[config.mk]
export PLATFORM = sky130hd
export DESIGN_NAME = mdio_mgmt_regs
export DESIGN_NICKNAME = d
export VERILOG_FILES = /design/src/rtl/mdio_pkg.sv /design/src/rtl/mdio_frame_engine.sv /design/src/rtl/mdio_reg_bank.sv /design/src/rtl/mdio_mgmt_regs.sv
export SDC_FILE = /design/constraint.sdc
export NUM_CORES = 1
export LEC_CHECK = 0
export CAP_MARGIN = 30
export CORE_MARGIN = 8
export CORE_UTILIZATION = 30
export CTS_CLUSTER_SIZE = 16
export DETAILED_ROUTE_END_ITERATION = 10
export DONT_BUFFER_PORTS = 1
export PLACE_DENSITY = 0.46
export REMOVE_ABC_BUFFERS = 1
export SYNTH_ARGS = -nofsm -noshare
export SYNTH_HDL_FRONTEND = slang
export SYNTH_HIERARCHICAL = 1
export SYNTH_SLANG_ARGS = --single-unit
[constraint.sdc]
create_clock -name mdc -period 3.86 [get_ports mdc]
set_input_delay 0.386 -clock mdc [delete_from_list [all_inputs] [get_ports mdc]]
set_output_delay 0.386 -clock mdc [all_outputs]
set_load 0.1 [all_outputs]
[src/rtl/mdio_pkg.sv]
package mdio_pkg;

  localparam int MDIO_DW = 16;
  localparam int MDIO_AW = 5;

  typedef logic [MDIO_DW-1:0] mdio_word_t;
  typedef logic [MDIO_AW-1:0] mdio_addr_t;

  typedef enum logic [2:0] {
    FS_IDLE,
    FS_START,
    FS_HDR,
    FS_RD_TA,
    FS_RD_DATA,
    FS_WRITE,
    FS_SKIP
  } frame_st_e;

  localparam logic [1:0] OP_READ  = 2'b10;
  localparam logic [1:0] OP_WRITE = 2'b01;

  localparam mdio_addr_t A_CTRL   = 5'd0;
  localparam mdio_addr_t A_STAT   = 5'd1;
  localparam mdio_addr_t A_ID_HI  = 5'd2;
  localparam mdio_addr_t A_ID_LO  = 5'd3;
  localparam mdio_addr_t A_ADV    = 5'd4;
  localparam mdio_addr_t A_LPA    = 5'd5;
  localparam mdio_addr_t A_EXPN   = 5'd6;
  localparam mdio_addr_t A_EXTST  = 5'd15;

  localparam mdio_word_t CTRL_HARDWIRED = 16'h0140;
  localparam mdio_word_t CTRL_RW_MASK   = 16'h5000;
  localparam int         CTRL_RST_BIT   = 15;
  localparam int         CTRL_LB_BIT    = 14;
  localparam int         CTRL_ANE_BIT   = 12;
  localparam int         CTRL_RSTRT_BIT = 9;

  localparam mdio_word_t STAT_BASE      = 16'h0109;
  localparam int         STAT_LINK_BIT  = 2;
  localparam int         STAT_ANC_BIT   = 5;

  localparam mdio_word_t ADV_RESET      = 16'h0020;
  localparam mdio_word_t ADV_RW_MASK    = 16'h01A0;

  localparam int         EXPN_PAGE_BIT  = 1;
  localparam mdio_word_t EXT_STATUS     = 16'h8000;

endpackage

[src/rtl/mdio_frame_engine.sv]
module mdio_frame_engine
  import mdio_pkg::*;
#(
  parameter int PREAMBLE_LEN = 32
) (
  input  logic       clk,
  input  logic       rst,
  input  logic       mdio_i,
  input  mdio_addr_t phy_addr,
  input  mdio_word_t rd_data,
  output mdio_addr_t reg_addr,
  output logic       wr_en,
  output mdio_word_t wr_data,
  output logic       mdio_o,
  output logic       mdio_oe
);

  localparam int HDR_BITS  = 2 + 2 * MDIO_AW;
  localparam int TAIL_BITS = 2 + MDIO_DW;
  localparam int CNT_MAX   = (TAIL_BITS > HDR_BITS) ? TAIL_BITS : HDR_BITS;
  localparam int CNT_W     = $clog2(CNT_MAX + 1);
  localparam int PRE_W     = $clog2(PREAMBLE_LEN + 1);

  frame_st_e            st;
  logic [PRE_W-1:0]     ones_cnt;
  logic [CNT_W-1:0]     bit_cnt;
  logic [HDR_BITS-1:0]  hdr_sh;
  mdio_word_t           shreg;
  mdio_addr_t           reg_addr_q;
  logic                 wr_en_q;
  mdio_word_t           wr_data_q;
  logic                 o_q;
  logic                 oe_q;

  logic [HDR_BITS-1:0]  hdr_next;
  logic [1:0]           hdr_op;
  mdio_addr_t           hdr_phy;
  mdio_addr_t           hdr_reg;
  logic                 phy_hit;

  always_comb begin
    hdr_next = {hdr_sh[HDR_BITS-2:0], mdio_i};
    hdr_op   = hdr_next[HDR_BITS-1 -: 2];
    hdr_phy  = hdr_next[2*MDIO_AW-1 -: MDIO_AW];
    hdr_reg  = hdr_next[MDIO_AW-1:0];
    phy_hit  = (hdr_phy == phy_addr);
  end

  always_ff @(posedge clk) begin
    if (rst) begin
      st         <= FS_IDLE;
      ones_cnt   <= '0;
      bit_cnt    <= '0;
      hdr_sh     <= '0;
      shreg      <= '0;
      reg_addr_q <= '0;
      wr_en_q    <= 1'b0;
      wr_data_q  <= '0;
      o_q        <= 1'b0;
      oe_q       <= 1'b0;
    end else begin
      wr_en_q <= 1'b0;
      case (st)
        FS_IDLE: begin
          if (mdio_i) begin
            if (ones_cnt != PRE_W'(PREAMBLE_LEN)) ones_cnt <= ones_cnt + 1'b1;
          end else begin
            if (ones_cnt == PRE_W'(PREAMBLE_LEN)) st <= FS_START;
            ones_cnt <= '0;
          end
        end
        FS_START: begin
          bit_cnt <= '0;
          st      <= mdio_i ? FS_HDR : FS_IDLE;
        end
        FS_HDR: begin
          hdr_sh  <= hdr_next;
          bit_cnt <= bit_cnt + 1'b1;
          if (bit_cnt == CNT_W'(HDR_BITS - 1)) begin
            bit_cnt    <= '0;
            reg_addr_q <= hdr_reg;
            if (phy_hit && hdr_op == OP_READ)       st <= FS_RD_TA;
            else if (phy_hit && hdr_op == OP_WRITE) st <= FS_WRITE;
            else                                    st <= FS_SKIP;
          end
        end
        FS_RD_TA: begin
          oe_q    <= 1'b1;
          o_q     <= 1'b0;
          shreg   <= rd_data;
          bit_cnt <= '0;
          st      <= FS_RD_DATA;
        end
        FS_RD_DATA: begin
          if (bit_cnt == CNT_W'(MDIO_DW)) begin
            oe_q <= 1'b0;
            o_q  <= 1'b0;
            st   <= FS_IDLE;
          end else begin
            o_q     <= shreg[MDIO_DW-1];
            shreg   <= {shreg[MDIO_DW-2:0], 1'b0};
            bit_cnt <= bit_cnt + 1'b1;
          end
        end
        FS_WRITE: begin
          shreg   <= {shreg[MDIO_DW-2:0], mdio_i};
          bit_cnt <= bit_cnt + 1'b1;
          if (bit_cnt == CNT_W'(TAIL_BITS - 1)) begin
            wr_en_q   <= 1'b1;
            wr_data_q <= {shreg[MDIO_DW-2:0], mdio_i};
            st        <= FS_IDLE;
          end
        end
        FS_SKIP: begin
          bit_cnt <= bit_cnt + 1'b1;
          if (bit_cnt == CNT_W'(TAIL_BITS - 1)) st <= FS_IDLE;
        end
        default: st <= FS_IDLE;
      endcase
    end
  end

  assign reg_addr = reg_addr_q;
  assign wr_en    = wr_en_q;
  assign wr_data  = wr_data_q;
  assign mdio_o   = o_q;
  assign mdio_oe  = oe_q;

endmodule

[src/rtl/mdio_reg_bank.sv]
module mdio_reg_bank
  import mdio_pkg::*;
#(
  parameter mdio_word_t ID_HI = 16'h2222,
  parameter mdio_word_t ID_LO = 16'h3333
) (
  input  logic       clk,
  input  logic       rst,
  input  mdio_addr_t addr,
  input  logic       wr_en,
  input  mdio_word_t wr_data,
  output mdio_word_t rd_data,
  input  logic       link_up,
  input  logic       an_done,
  input  logic       page_rx,
  input  mdio_word_t lp_ability,
  output logic       loopback_en,
  output logic       an_enable,
  output logic       pcs_reset_pulse,
  output logic       an_restart_pulse,
  output mdio_word_t adv_ability
);

  mdio_word_t ctrl_q;
  mdio_word_t adv_q;
  mdio_word_t lpa_q;
  logic       rst_pulse_q;
  logic       rstrt_pulse_q;
  logic       ctrl_wr;
  logic       adv_wr;

  assign ctrl_wr = wr_en && (addr == A_CTRL);
  assign adv_wr  = wr_en && (addr == A_ADV);

  always_ff @(posedge clk) begin
    if (rst) begin
      ctrl_q        <= '0;
      adv_q         <= ADV_RESET;
      lpa_q         <= '0;
      rst_pulse_q   <= 1'b0;
      rstrt_pulse_q <= 1'b0;
    end else begin
      lpa_q         <= lp_ability;
      rst_pulse_q   <= ctrl_wr && wr_data[CTRL_RST_BIT];
      rstrt_pulse_q <= ctrl_wr && wr_data[CTRL_RSTRT_BIT];
      if (ctrl_wr) ctrl_q <= wr_data & CTRL_RW_MASK;
      if (adv_wr)  adv_q  <= wr_data & ADV_RW_MASK;
    end
  end

  always_comb begin
    rd_data = '0;
    case (addr)
      A_CTRL:  rd_data = ctrl_q | CTRL_HARDWIRED;
      A_STAT: begin
        rd_data = STAT_BASE;
        rd_data[STAT_LINK_BIT] = link_up;
        rd_data[STAT_ANC_BIT]  = an_done;
      end
      A_ID_HI: rd_data = ID_HI;
      A_ID_LO: rd_data = ID_LO;
      A_ADV:   rd_data = adv_q;
      A_LPA:   rd_data = lpa_q;
      A_EXPN:  rd_data[EXPN_PAGE_BIT] = page_rx;
      A_EXTST: rd_data = EXT_STATUS;
      default: rd_data = '0;
    endcase
  end

  assign loopback_en      = ctrl_q[CTRL_LB_BIT];
  assign an_enable        = ctrl_q[CTRL_ANE_BIT];
  assign pcs_reset_pulse  = rst_pulse_q;
  assign an_restart_pulse = rstrt_pulse_q;
  assign adv_ability      = adv_q;

endmodule

[src/rtl/mdio_mgmt_regs.sv]
module mdio_mgmt_regs
  import mdio_pkg::*;
#(
  parameter int         PREAMBLE_LEN = 32,
  parameter mdio_word_t PHY_ID_HI    = 16'h2222,
  parameter mdio_word_t PHY_ID_LO    = 16'h3333
) (
  input  logic        mdc,
  input  logic        rst,
  input  logic [4:0]  phy_addr,
  input  logic        mdio_i,
  output logic        mdio_o,
  output logic        mdio_oe,
  input  logic        link_up,
  input  logic        an_done,
  input  logic        page_rx,
  input  logic [15:0] lp_ability,
  output logic        loopback_en,
  output logic        an_enable,
  output logic        pcs_reset_pulse,
  output logic        an_restart_pulse,
  output logic [15:0] adv_ability
);

  mdio_addr_t reg_addr;
  logic       wr_en;
  mdio_word_t wr_data;
  mdio_word_t rd_data;

  mdio_frame_engine #(
    .PREAMBLE_LEN(PREAMBLE_LEN)
  ) u_frame (
    .clk     (mdc),
    .rst     (rst),
    .mdio_i  (mdio_i),
    .phy_addr(phy_addr),
    .rd_data (rd_data),
    .reg_addr(reg_addr),
    .wr_en   (wr_en),
    .wr_data (wr_data),
    .mdio_o  (mdio_o),
    .mdio_oe (mdio_oe)
  );

  mdio_reg_bank #(
    .ID_HI(PHY_ID_HI),
    .ID_LO(PHY_ID_LO)
  ) u_regs (
    .clk             (mdc),
    .rst             (rst),
    .addr            (reg_addr),
    .wr_en           (wr_en),
    .wr_data         (wr_data),
    .rd_data         (rd_data),
    .link_up         (link_up),
    .an_done         (an_done),
    .page_rx         (page_rx),
    .lp_ability      (lp_ability),
    .loopback_en     (loopback_en),
    .an_enable       (an_enable),
    .pcs_reset_pulse (pcs_reset_pulse),
    .an_restart_pulse(an_restart_pulse),
    .adv_ability     (adv_ability)
  );

endmodule

==> impl_metrics.yaml <==
clocking:
  cts_tree: "built"
  clock_latency_ps: 330
  path_clk_slew_ps: 60
  cts_resized: 0
  post_cts_buffers: 0
  cts_buffers: 9
  cts-root-buf: "clkbuf_16"
  clockBufferDepth: 2
  clock-sinks: 79
  cts_hold_buf: 0
  htreeDepth: 3
yosys:
  synth_cells: 469
  synth_area_mm2: 0.00394
  yosys_warnings: 6
  avgSynthCellArea_um2: 8.41
timing:
  worst_pin_slew_ps: 1020
  fin_skew_ps: 5.12
  relSlewSlack_pct: 31.8
  finalHoldViolCount: 0
  holdWs_ps: 137
  timing.final.crit_share_pct: 72.7
  fmax_ghz: 0.357
  setup_tns_ps: 0
  final.min_clock_period_ps: 2800
  rsz0062_at_grt: "no"
  drv_slew: 0
  setup_viol_count_final: 0
placed_design:
  place.gp.congestion: 0.779
  dp_hpwl_mm: 6.16
  numPortBuffers: 0
cells_and_area:
  synthToLayoutAreaGrowth_pct: 10.5
  antenna_cells: 0
  nNetsFinal: 489
  layout-drive-gt1-share_pct: 10.6
  fillCellCount: 1402
power:
  leakagePower_nw: 1.44
  peakVddDrop_v: 0.000166
  power-per-cell-area_mw_per_mm2: 387
status:
  status: "complete, no violations"
die:
  die_h_um: 131
  ios: 49
  core_area_mm2: 0.0130
  fp.dieArea_mm2: 0.0171
  initial_core_util_pct: 30.3
  fp.dieW_um: 131
  num_rows: 42
routing:
  dr.first_iter.drc_count: 184
  final_antenna_net_count: 0
  routedWlPerCell_um: 14.0
  first_pass_iters: 5
  wl_mm: 8.89
  via_per_inst: 4.79
  drc: 0
  via_count: 3053
hold_path:
  hold_class: "in -> reg"
setup_path:
  cp_cell_sequence: "nor2b_1, and2_1, or2_1, a311oi_1"
  arrival_ps: 2970
  cp-end-kind: "flop"
  start_kind: "flop"
  max_stage_delay_ps: 710
  critPathMaxFanout: 20
  critPathRequiredTime_ps: 4020
  slowest_stage: "dfxtp_1"
  path_class: "reg -> reg"
grt:
  overflow: 0
  grt_use_total_pct: 10.8
  grt_pass1_wl_mm: 14.6
  antenna_found_initial: 0
  grt_start_max_net_pins: 85
  grt_pass1_vias: 2881
flow_run:
  maxCapViolations: 0
worst paths after layout:
check                 startpoint                       to  slack, ps  cells after the start
max reg2reg        u_frame/st[0]         u_frame/shreg[3]       1060                      4
min                          rst  u_regs/an_restart_pulse        140                      1
max                u_frame/st[0]         u_frame/shreg[3]       1060                      4
min reg2reg  u_frame/wr_data[15]      u_frame/wr_data[15]        460                      2
sequential cells by signal (all words and copies together) (netlist names), 5 cells and up:
register and count:
u_frame/reg_addr 5, u_frame/wr_data 7, u_frame/shreg 16, u_frame/hdr_sh 11
u_frame/ones_cnt 6, u_frame/bit_cnt 5, u_regs/lpa_q 16
area by class of cell:
cell class              instances  area [um^2]  share of cell area (%)
flip-flops and latches         79         1580                    36.3
repair buffers                 12          140                    3.21
clock buffers                  10          239                    5.48
inverters                      11         41.3                   0.947
clock inverters                 5         33.8                   0.775
well taps                     176          220                    5.05
multi-input cells             344         2100                    48.2
cells in the final DEF (no fill, tap or decap), drive strengths merged, types with 2 or more instances in the layout:
cell,instances
o21ai,10
a21oi,38
or2,3
conb,13
clkinv,2
and3,4
buf,12
xnor2,7
clkbuf,10
o32ai,2
nand2b,15
o21a,4
nand3,15
a21o,3
inv,12
a22oi,2
nand2,84
nor3b,7
and2,6
o31ai,2
a311oi,16
a31oi,3
ha,5
or3,3
clkinvlp,2
mux2i,9
dfxtp,79
nand3b,2
nand4,3
nor3,21
nor2b,25
nor2,19
nor4,3
xor2,3
per-stage QoR:
stage / cells / setup WS [ps] / util [%] / instance area, um^2 / power [mW]
global route: 637 / 865 / 33.4 / 4360 / 1.77
detailed placement: 622 / 1110 / 31.4 / 4090 / 0.924
CTS: 637 / 1110 / 33.4 / 4360 / 1.72
floorplan: 434 / 1510 / - / 3730 / 0.920
finish: 637 / 1060 / 33.4 / 4360 / 1.69
global placement: 616 / 1240 / 30.6 / 3990 / 0.924
critical path, delay by kind of cell (launching register included):
family / cells / cell delay (ps)
AOI/OAI and AO/OA: 1 / 220
DFF: 1 / 710
and+or+nand+nor: 3 / 1700
power breakdown:
group	leakage [nW]	internal (mW)	switching [mW]
Clock	0.131	0.449	0.332
Combinational	0.665	0.0139	0.0628
Sequential	0.641	0.825	0.00401
Total	1.44	1.29	0.399
routing by layer:
layer  vias up  part of all wire, %  global-route usage (%)
li1       1567                    -                       -
met2        73                   44                    15.4
met5         -                    0                       0
met4         0                 0.62                    4.46
met1      1411                   51                    14.9
met3         2                  4.2                    2.84
Note: power is estimated with default switching activity, not from simulation.
